File: config.mk
export PLATFORM = sky130hd
export DESIGN_NAME = irq_nest_arb
export DESIGN_NICKNAME = d
export VERILOG_FILES = /design/src/rtl/irq_nest_pkg.sv /design/src/rtl/irq_prio_regs.sv /design/src/rtl/irq_pick.sv /design/src/rtl/irq_active_stack.sv /design/src/rtl/irq_nest_arb.sv
export SDC_FILE = /design/constraint.sdc
export NUM_CORES = 1
export LEC_CHECK = 0
export BUFFER_PORTS_ARGS = -buffer_cell sky130_fd_sc_hd__buf_2
export CAP_MARGIN = 20
export CELL_PAD_IN_SITES_DETAIL_PLACEMENT = 1
export CELL_PAD_IN_SITES_GLOBAL_PLACEMENT = 1
export CORE_MARGIN = 10
export CORE_UTILIZATION = 43
export DETAILED_ROUTE_END_ITERATION = 10
export MAX_ROUTING_LAYER = met4
export PLACE_DENSITY_LB_ADDON = 0.3
export SYNTH_ARGS = -nofsm -noshare
export SYNTH_HDL_FRONTEND = slang
export SYNTH_SLANG_ARGS = --single-unit
File: constraint.sdc
create_clock -name clk -period 28.2 [get_ports clk]
set_clock_uncertainty 0.2 [all_clocks]
set_input_delay 5.64 -clock clk [delete_from_list [all_inputs] [get_ports clk]]
set_output_delay 5.64 -clock clk [all_outputs]
set_load 0.02 [all_outputs]
File: src/rtl/irq_nest_pkg.sv
`timescale 1ns/1ps
package irq_nest_pkg;
  // execution-level encoding: smaller is more urgent
  localparam int unsigned LVL_NMI   = 0;
  localparam int unsigned LVL_FAULT = 1;
  localparam int unsigned LVL_CH0   = 2;
  // control word fields
  localparam int unsigned CTL_GMASK = 8;
  localparam int unsigned CTL_FMASK = 9;
endpackage

File: src/rtl/irq_prio_regs.sv
`timescale 1ns/1ps
module irq_prio_regs #(
  parameter int NUM_CH    = 16,
  parameter int PRIO_BITS = 4,
  parameter int ADDR_W    = 3
) (
  input  logic                 clk,
  input  logic                 rst_n,
  input  logic                 wr_en,
  input  logic [ADDR_W-1:0]    addr,
  input  logic [31:0]          wdata,
  output logic [31:0]          rdata,
  input  logic                 hdl_done,
  output logic [PRIO_BITS-1:0] prio_o [NUM_CH],
  output logic [NUM_CH-1:0]    en_o,
  output logic [2:0]           grp_o,
  output logic                 gmask_o,
  output logic                 fmask_o
);
  import irq_nest_pkg::*;
  localparam int PRI_WORDS = (NUM_CH + 3) / 4;
  localparam int CTRL_ADR  = PRI_WORDS;
  localparam int EN_ADR    = PRI_WORDS + 1;

  logic [PRIO_BITS-1:0] prio_q [NUM_CH];
  logic [PRIO_BITS-1:0] prio_d [NUM_CH];
  logic [NUM_CH-1:0]    en_q, en_d;
  logic [2:0]           grp_q, grp_d;
  logic                 gm_q, gm_d, fm_q, fm_d;
  logic                 unused_wdata;

  assign unused_wdata = ^wdata;

  always_comb begin
    for (int i = 0; i < NUM_CH; i++) begin
      prio_d[i] = prio_q[i];
      if (wr_en && addr == ADDR_W'(i / 4))
        prio_d[i] = wdata[8*(i%4)+7 -: PRIO_BITS];
    end
    en_d  = en_q;
    grp_d = grp_q;
    gm_d  = gm_q;
    fm_d  = fm_q;
    if (wr_en && addr == ADDR_W'(EN_ADR)) en_d = wdata[NUM_CH-1:0];
    if (wr_en && addr == ADDR_W'(CTRL_ADR)) begin
      if (wdata[2:0] <= 3'(PRIO_BITS)) grp_d = wdata[2:0];
      gm_d = wdata[CTL_GMASK];
      fm_d = wdata[CTL_FMASK];
    end
    if (hdl_done) fm_d = 1'b0;
  end

  always_ff @(posedge clk or negedge rst_n) begin
    if (!rst_n) begin
      for (int i = 0; i < NUM_CH; i++) prio_q[i] <= '0;
      en_q  <= '0;
      grp_q <= '0;
      gm_q  <= 1'b0;
      fm_q  <= 1'b0;
    end else begin
      for (int i = 0; i < NUM_CH; i++) prio_q[i] <= prio_d[i];
      en_q  <= en_d;
      grp_q <= grp_d;
      gm_q  <= gm_d;
      fm_q  <= fm_d;
    end
  end

  always_comb begin
    rdata = '0;
    for (int i = 0; i < NUM_CH; i++)
      if (addr == ADDR_W'(i / 4)) rdata[8*(i%4)+7 -: PRIO_BITS] = prio_q[i];
    if (addr == ADDR_W'(CTRL_ADR)) begin
      rdata[2:0]       = grp_q;
      rdata[CTL_GMASK] = gm_q;
      rdata[CTL_FMASK] = fm_q;
    end
    if (addr == ADDR_W'(EN_ADR)) rdata[NUM_CH-1:0] = en_q;
  end

  assign prio_o  = prio_q;
  assign en_o    = en_q;
  assign grp_o   = grp_q;
  assign gmask_o = gm_q;
  assign fmask_o = fm_q;
endmodule

File: src/rtl/irq_pick.sv
`timescale 1ns/1ps
module irq_pick #(
  parameter int NUM_CH    = 16,
  parameter int PRIO_BITS = 4,
  parameter int IDX_W     = 4
) (
  input  logic [NUM_CH-1:0]    cand,
  input  logic [PRIO_BITS-1:0] prio [NUM_CH],
  output logic                 found,
  output logic [IDX_W-1:0]     idx,
  output logic [PRIO_BITS-1:0] best
);
  // whole-value compare orders by preemption first, then sub-priority;
  // strict less keeps the lowest index on a tie
  always_comb begin
    found = 1'b0;
    idx   = '0;
    best  = '1;
    for (int i = 0; i < NUM_CH; i++) begin
      if (cand[i] && (!found || prio[i] < best)) begin
        found = 1'b1;
        idx   = IDX_W'(i);
        best  = prio[i];
      end
    end
  end
endmodule

File: src/rtl/irq_active_stack.sv
`timescale 1ns/1ps
module irq_active_stack #(
  parameter int LVL_W = 6,
  parameter int DEPTH = 18,
  parameter int DW    = 5
) (
  input  logic             clk,
  input  logic             rst_n,
  input  logic             push,
  input  logic [LVL_W-1:0] push_lvl,
  input  logic             pop,
  output logic [LVL_W-1:0] top_lvl,
  output logic [DW-1:0]    depth
);
  logic [LVL_W-1:0] stk_q [DEPTH];
  logic [LVL_W-1:0] stk_d [DEPTH];
  logic [DW-1:0]    sp_q, sp_d;

  always_comb begin
    stk_d = stk_q;
    sp_d  = sp_q;
    if (pop && sp_q != '0) begin
      sp_d = sp_q - DW'(1);
    end else if (push && sp_q < DW'(DEPTH)) begin
      for (int i = 0; i < DEPTH; i++)
        if (sp_q == DW'(i)) stk_d[i] = push_lvl;
      sp_d = sp_q + DW'(1);
    end
  end

  always_ff @(posedge clk or negedge rst_n) begin
    if (!rst_n) begin
      for (int i = 0; i < DEPTH; i++) stk_q[i] <= '0;
      sp_q <= '0;
    end else begin
      stk_q <= stk_d;
      sp_q  <= sp_d;
    end
  end

  always_comb begin
    top_lvl = '1;
    for (int i = 0; i < DEPTH; i++)
      if (sp_q == DW'(i + 1)) top_lvl = stk_q[i];
  end

  assign depth = sp_q;
endmodule

File: src/rtl/irq_nest_arb.sv
`timescale 1ns/1ps
module irq_nest_arb #(
  parameter int NUM_CH    = 16,
  parameter int PRIO_BITS = 4,
  parameter int ADDR_W    = 3,
  parameter int ID_W      = 5
) (
  input  logic              clk,
  input  logic              rst_n,
  input  logic              reg_we,
  input  logic [ADDR_W-1:0] reg_addr,
  input  logic [31:0]       reg_wdata,
  output logic [31:0]       reg_rdata,
  input  logic [NUM_CH-1:0] irq_i,
  input  logic              nmi_i,
  input  logic              fault_i,
  input  logic              hdl_done,
  output logic              take_req,
  output logic [ID_W-1:0]   take_id,
  input  logic              take_ack
);
  import irq_nest_pkg::*;
  localparam int LVL_W = PRIO_BITS + 2;
  localparam int DEPTH = (1 << PRIO_BITS) + 2;
  localparam int DW    = $clog2(DEPTH + 1);
  localparam int IDX_W = $clog2(NUM_CH);

  logic [1:0] rs_q;
  logic       rst_core_n;
  always_ff @(posedge clk or negedge rst_n) begin
    if (!rst_n) rs_q <= 2'b00;
    else        rs_q <= {rs_q[0], 1'b1};
  end
  assign rst_core_n = rs_q[1];

  logic [PRIO_BITS-1:0] prio [NUM_CH];
  logic [NUM_CH-1:0]    en, pend_q, pend_d, clr_vec;
  logic [2:0]           grp;
  logic                 gmask, fmask, nmi_q, nmi_d, flt_q, flt_d;
  logic                 found, accept, sel_req, sel_ch;
  logic [IDX_W-1:0]     widx;
  logic [PRIO_BITS-1:0] wprio, wpre;
  logic [LVL_W-1:0]     ch_lvl, top_lvl, ex_lvl, sel_lvl;
  logic [ID_W-1:0]      sel_id;
  logic [DW-1:0]        depth;

  irq_prio_regs #(.NUM_CH(NUM_CH), .PRIO_BITS(PRIO_BITS), .ADDR_W(ADDR_W)) u_regs (
    .clk(clk), .rst_n(rst_core_n), .wr_en(reg_we), .addr(reg_addr),
    .wdata(reg_wdata), .rdata(reg_rdata), .hdl_done(hdl_done),
    .prio_o(prio), .en_o(en), .grp_o(grp), .gmask_o(gmask), .fmask_o(fmask));

  irq_pick #(.NUM_CH(NUM_CH), .PRIO_BITS(PRIO_BITS), .IDX_W(IDX_W)) u_pick (
    .cand(pend_q & en), .prio(prio), .found(found), .idx(widx), .best(wprio));

  irq_active_stack #(.LVL_W(LVL_W), .DEPTH(DEPTH), .DW(DW)) u_stack (
    .clk(clk), .rst_n(rst_core_n), .push(accept), .push_lvl(sel_lvl),
    .pop(hdl_done), .top_lvl(top_lvl), .depth(depth));

  // preemption level = top g bits of the winner's priority
  assign wpre   = wprio >> (3'(PRIO_BITS) - grp);
  assign ch_lvl = LVL_W'(wpre) + LVL_W'(LVL_CH0);

  always_comb begin
    ex_lvl = top_lvl;
    if (gmask && ex_lvl > LVL_W'(LVL_CH0))   ex_lvl = LVL_W'(LVL_CH0);
    if (fmask && ex_lvl > LVL_W'(LVL_FAULT)) ex_lvl = LVL_W'(LVL_FAULT);
  end

  always_comb begin
    sel_req = 1'b0;
    sel_ch  = 1'b0;
    sel_id  = '0;
    sel_lvl = '0;
    if (nmi_q && ex_lvl > LVL_W'(LVL_NMI)) begin
      sel_req = 1'b1;
      sel_id  = ID_W'(NUM_CH + 1);
      sel_lvl = LVL_W'(LVL_NMI);
    end else if (flt_q && ex_lvl > LVL_W'(LVL_FAULT)) begin
      sel_req = 1'b1;
      sel_id  = ID_W'(NUM_CH);
      sel_lvl = LVL_W'(LVL_FAULT);
    end else if (found && ch_lvl < ex_lvl) begin
      sel_req = 1'b1;
      sel_ch  = 1'b1;
      sel_id  = ID_W'(widx);
      sel_lvl = ch_lvl;
    end
  end

  assign take_req = sel_req & ~hdl_done;
  assign take_id  = sel_id;
  assign accept   = take_req & take_ack;

  always_comb begin
    clr_vec = '0;
    for (int i = 0; i < NUM_CH; i++)
      if (accept && sel_ch && widx == IDX_W'(i)) clr_vec[i] = 1'b1;
    pend_d = (pend_q & ~clr_vec) | irq_i;
    nmi_d  = (nmi_q & ~(accept && sel_id == ID_W'(NUM_CH + 1))) | nmi_i;
    flt_d  = (flt_q & ~(accept && sel_id == ID_W'(NUM_CH))) | fault_i;
  end

  always_ff @(posedge clk or negedge rst_core_n) begin
    if (!rst_core_n) begin
      pend_q <= '0;
      nmi_q  <= 1'b0;
      flt_q  <= 1'b0;
    end else begin
      pend_q <= pend_d;
      nmi_q  <= nmi_d;
      flt_q  <= flt_d;
    end
  end
endmodule

==> impl_results.md <==
* Slew headroom at 0.3017
* Nets at 1843
* Slowest CP cell: dfrtp_1
* CTS Buffer Depth at 2
* Die height at around 200 um
* Hold buffer count at cts at 0
* Hold slack final at 0.1567 ns
* Buffers added on ports at 79
* Routed via count at approximately 14000
* #FFs+latches synth at 200
* Most common cell in the netlist: dfrtp_1
* Tcrit/Tclk final at 1.045
* RSZ-0062 raised after global routing: true
* Gr ovfl total at 0
* Post-synth EDFFs at 0
* Cell area after synthesis at 0.01380 mm^2
* Fraction of registers with async set/reset at 1.000
* Crit Path Max Fanout at 7
* CP Class: reg2out
* Die ar. at approximately 0.040 mm^2
* Synth warnings at 0
* Synth cell types at 104
* Vias in the first global route at approximately 14000
* DR vias/cell at 6.261
* Hold Crit Class: reg2reg
* Clock sinks at 200
* Sequential area share after synthesis at 0.3626
* Filler cells at 3573
* Largest net degree at the start of global routing at 69
* Area delta synth->final at 28.38%
* Cell taking the most area after synthesis: dfrtp_1
* Max Slew Vio Count at 0
* Top cells by area, synth: dfrtp_1, mux2_2, nand2_1, a21oi_1, nor2_1
* H-tree lvl count at 4
* Synthesized area per cell at between 9 and 10 um^2
* Synth cell count leaders: dfrtp_1, mux2_2, nand2_1, nor2_1, a21oi_1
* GRT Util Overall at 0.2739
* Die X at 199.2 um
* WL/cell at 25.41 um
* Outcome: finished with violations
* Worst-skew pair later-pin latency at between 0.4 and 0.5 ns
* CP startpoint kind: register
* Root buffer cell: clkbuf_16
* Endpoints failing setup at 5
* Initial antenna violation count at 1
* First-pass GRT wire length at 81930 um
* TritonCTS Buffers at 17
* Fmax at 33.94 MHz
* Placement Rows at 65
* Max incr delay on CP at 0.40 ns
* WP data arrival at 23.62 ns
* CP Capture Type: output port
* Crit path top cell by count: ha_4
* DRC errors left at 0
* Share of layout cells above drive strength 1 at 0.3807
* Final wirelength at 55090 um
* Max_cap viols at 0
* Final worst setup slack at -1.260 ns
* Clock transition at path regs at 0.09 ns
* Most used DFF post-synth: dfrtp_1
* CTS tree: done
* Synth top area share at 0.3626
* Minimum clock period at 29.46 ns
* Failing checks: setup timing
* DR iter-0 viols at 989
* Tightest Pin Transition at roughly 1.0 ns
* Worst endpoint required time at 22.36 ns
* DPL Wire Length at 38150 um
* First-pass iteration count of the detailed router at 5
* Io pins at 96
* Final ANT Viol Nets at 0
* Core ar. at 0.03164 mm^2
* Gpl congestion at 0.9299
* Synthesized instance count at 1483
* Final hold violations at 0
* Initial core utilization at 0.4362
registers in the layout, indices dropped and copies added, names as in the netlist:
register,count
u_stack.depth,5
nmi_q,1
rs_q,2
u_regs.fmask_o,1
pend_q,16
u_regs.en_o,16
flt_q,1
u_regs.prio_o,64
u_regs.grp_o,3
u_stack.stk_q,90
u_regs.gmask_o,1
final cells by class:
cell class / count / area [um^2] / share of cell area
tap: 402 / 503.0 / 0.02839
antenna: 1 / 2.502 / 0.0001412
sequential: 200 / 5009 / 0.2827
timing repair buffer: 315 / 2222 / 0.1254
inverter: 86 / 330.3 / 0.01864
clock buffer: 20 / 446.7 / 0.02521
clock inverter: 12 / 110.1 / 0.006215
multi-input combinational: 1132 / 9094 / 0.5133
cells by family after synthesis:
| group | count (synthesis) | share of synthesized area |
|---|---|---|
| multiplexers | 199 | 0.1693 |
| buffers and inverters | 158 | 0.04660 |
| other | 2 | 0.0005442 |
| AO/OA/AOI/OAI | 411 | 0.2135 |
| adder cells (fa/ha/maj) | 42 | 0.03654 |
| flip-flops | 200 | 0.3626 |
| XOR/XNOR | 9 | 0.005712 |
| AND/OR/NAND/NOR | 462 | 0.1652 |
cell usage in the layout (no fill, tap or decap), drive strengths merged, types with 6 or more instances in the layout:
cell,count
conb,9
nand2b,18
a211o,9
nor2b,27
a21o,31
nand2,131
nor3,29
inv,89
o21ai,74
mux2i,44
nor4,7
o211ai,20
mux4,13
a21boi,7
buf,315
o22ai,16
o31ai,12
and3,25
o2111ai,12
dfrtp,200
a21oi,100
nor2,125
ha,33
a22o,6
a31oi,11
a211oi,32
a31o,7
or3,10
mux2,142
nand3b,6
xnor2,6
o31a,8
maj3,9
clkbuf,20
or2,13
o21a,10
nand3,25
nand4,11
and2,12
per-stage QoR:
step           std cells  instance area [um^2]  setup slack [ns]  TNS, ns    util
2_1_floorplan       1490                 14340           -0.2940   -1.349       -
3_3_place_gp        2032                 15910           -0.2459   -1.080  0.5029
3_5_place_dp        2032                 15910           -0.9423   -4.496  0.5029
4_1_cts             2135                 17280           -0.5426   -2.373  0.5462
5_1_grt             2168                 17720            -2.057   -9.919  0.5600
6_report            2168                 17720            -1.260   -5.881  0.5600
path summary, 6_finish.rpt:
check	slack, ns	endpoint	start	depth (start not counted)
min in group asynchronous	0.23	u_stack.stk_q[36]$_DFFE_PN0P_	rs_q[1]$_DFF_PN0_	0
worst min register to register	0.16	rs_q[1]$_DFF_PN0_	rs_q[0]$_DFF_PN0_	0
worst min-delay path	0.16	rs_q[1]$_DFF_PN0_	rs_q[0]$_DFF_PN0_	0
worst max register to register	3.64	u_stack.stk_q[50]$_DFFE_PN0P_	pend_q[0]$_DFF_PN0_	136
worst max-delay path	-1.26	take_id[3]	pend_q[0]$_DFF_PN0_	135
max in group asynchronous	22.95	rs_q[1]$_DFF_PN0_	rst_n	1
critical path: cells and delay by family, from the launching register on:
family / cells / cell delay, ns
buf+inv: 19 / 1.86
simple gates: 41 / 5.31
compound gates: 46 / 8.66
flops: 1 / 0.40
xor+xnor: 1 / 0.17
mux: 11 / 2.64
fa+ha+maj: 17 / 4.01
per-layer routing:
metal  part of all wire  GRT usage
met5                  0          -
met4              0.041     0.1142
met3              0.045    0.03919
met2               0.52     0.4812
met1               0.39     0.3062
what timing repair did:
| item | 4_1_cts | 5_1_grt |
|---|---|---|
| endpoints found under the setup margin | 5 | 5 |
| resized for setup | 58 | 41 |
| gates cloned | 0 | 0 |
| setup buffers | 71 | 32 |
| pin swaps | 57 | 46 |
Power is left out: the tool's default activity adds up to more than one toggle a clock period on the data nets, which glitch-free logic cannot reach.
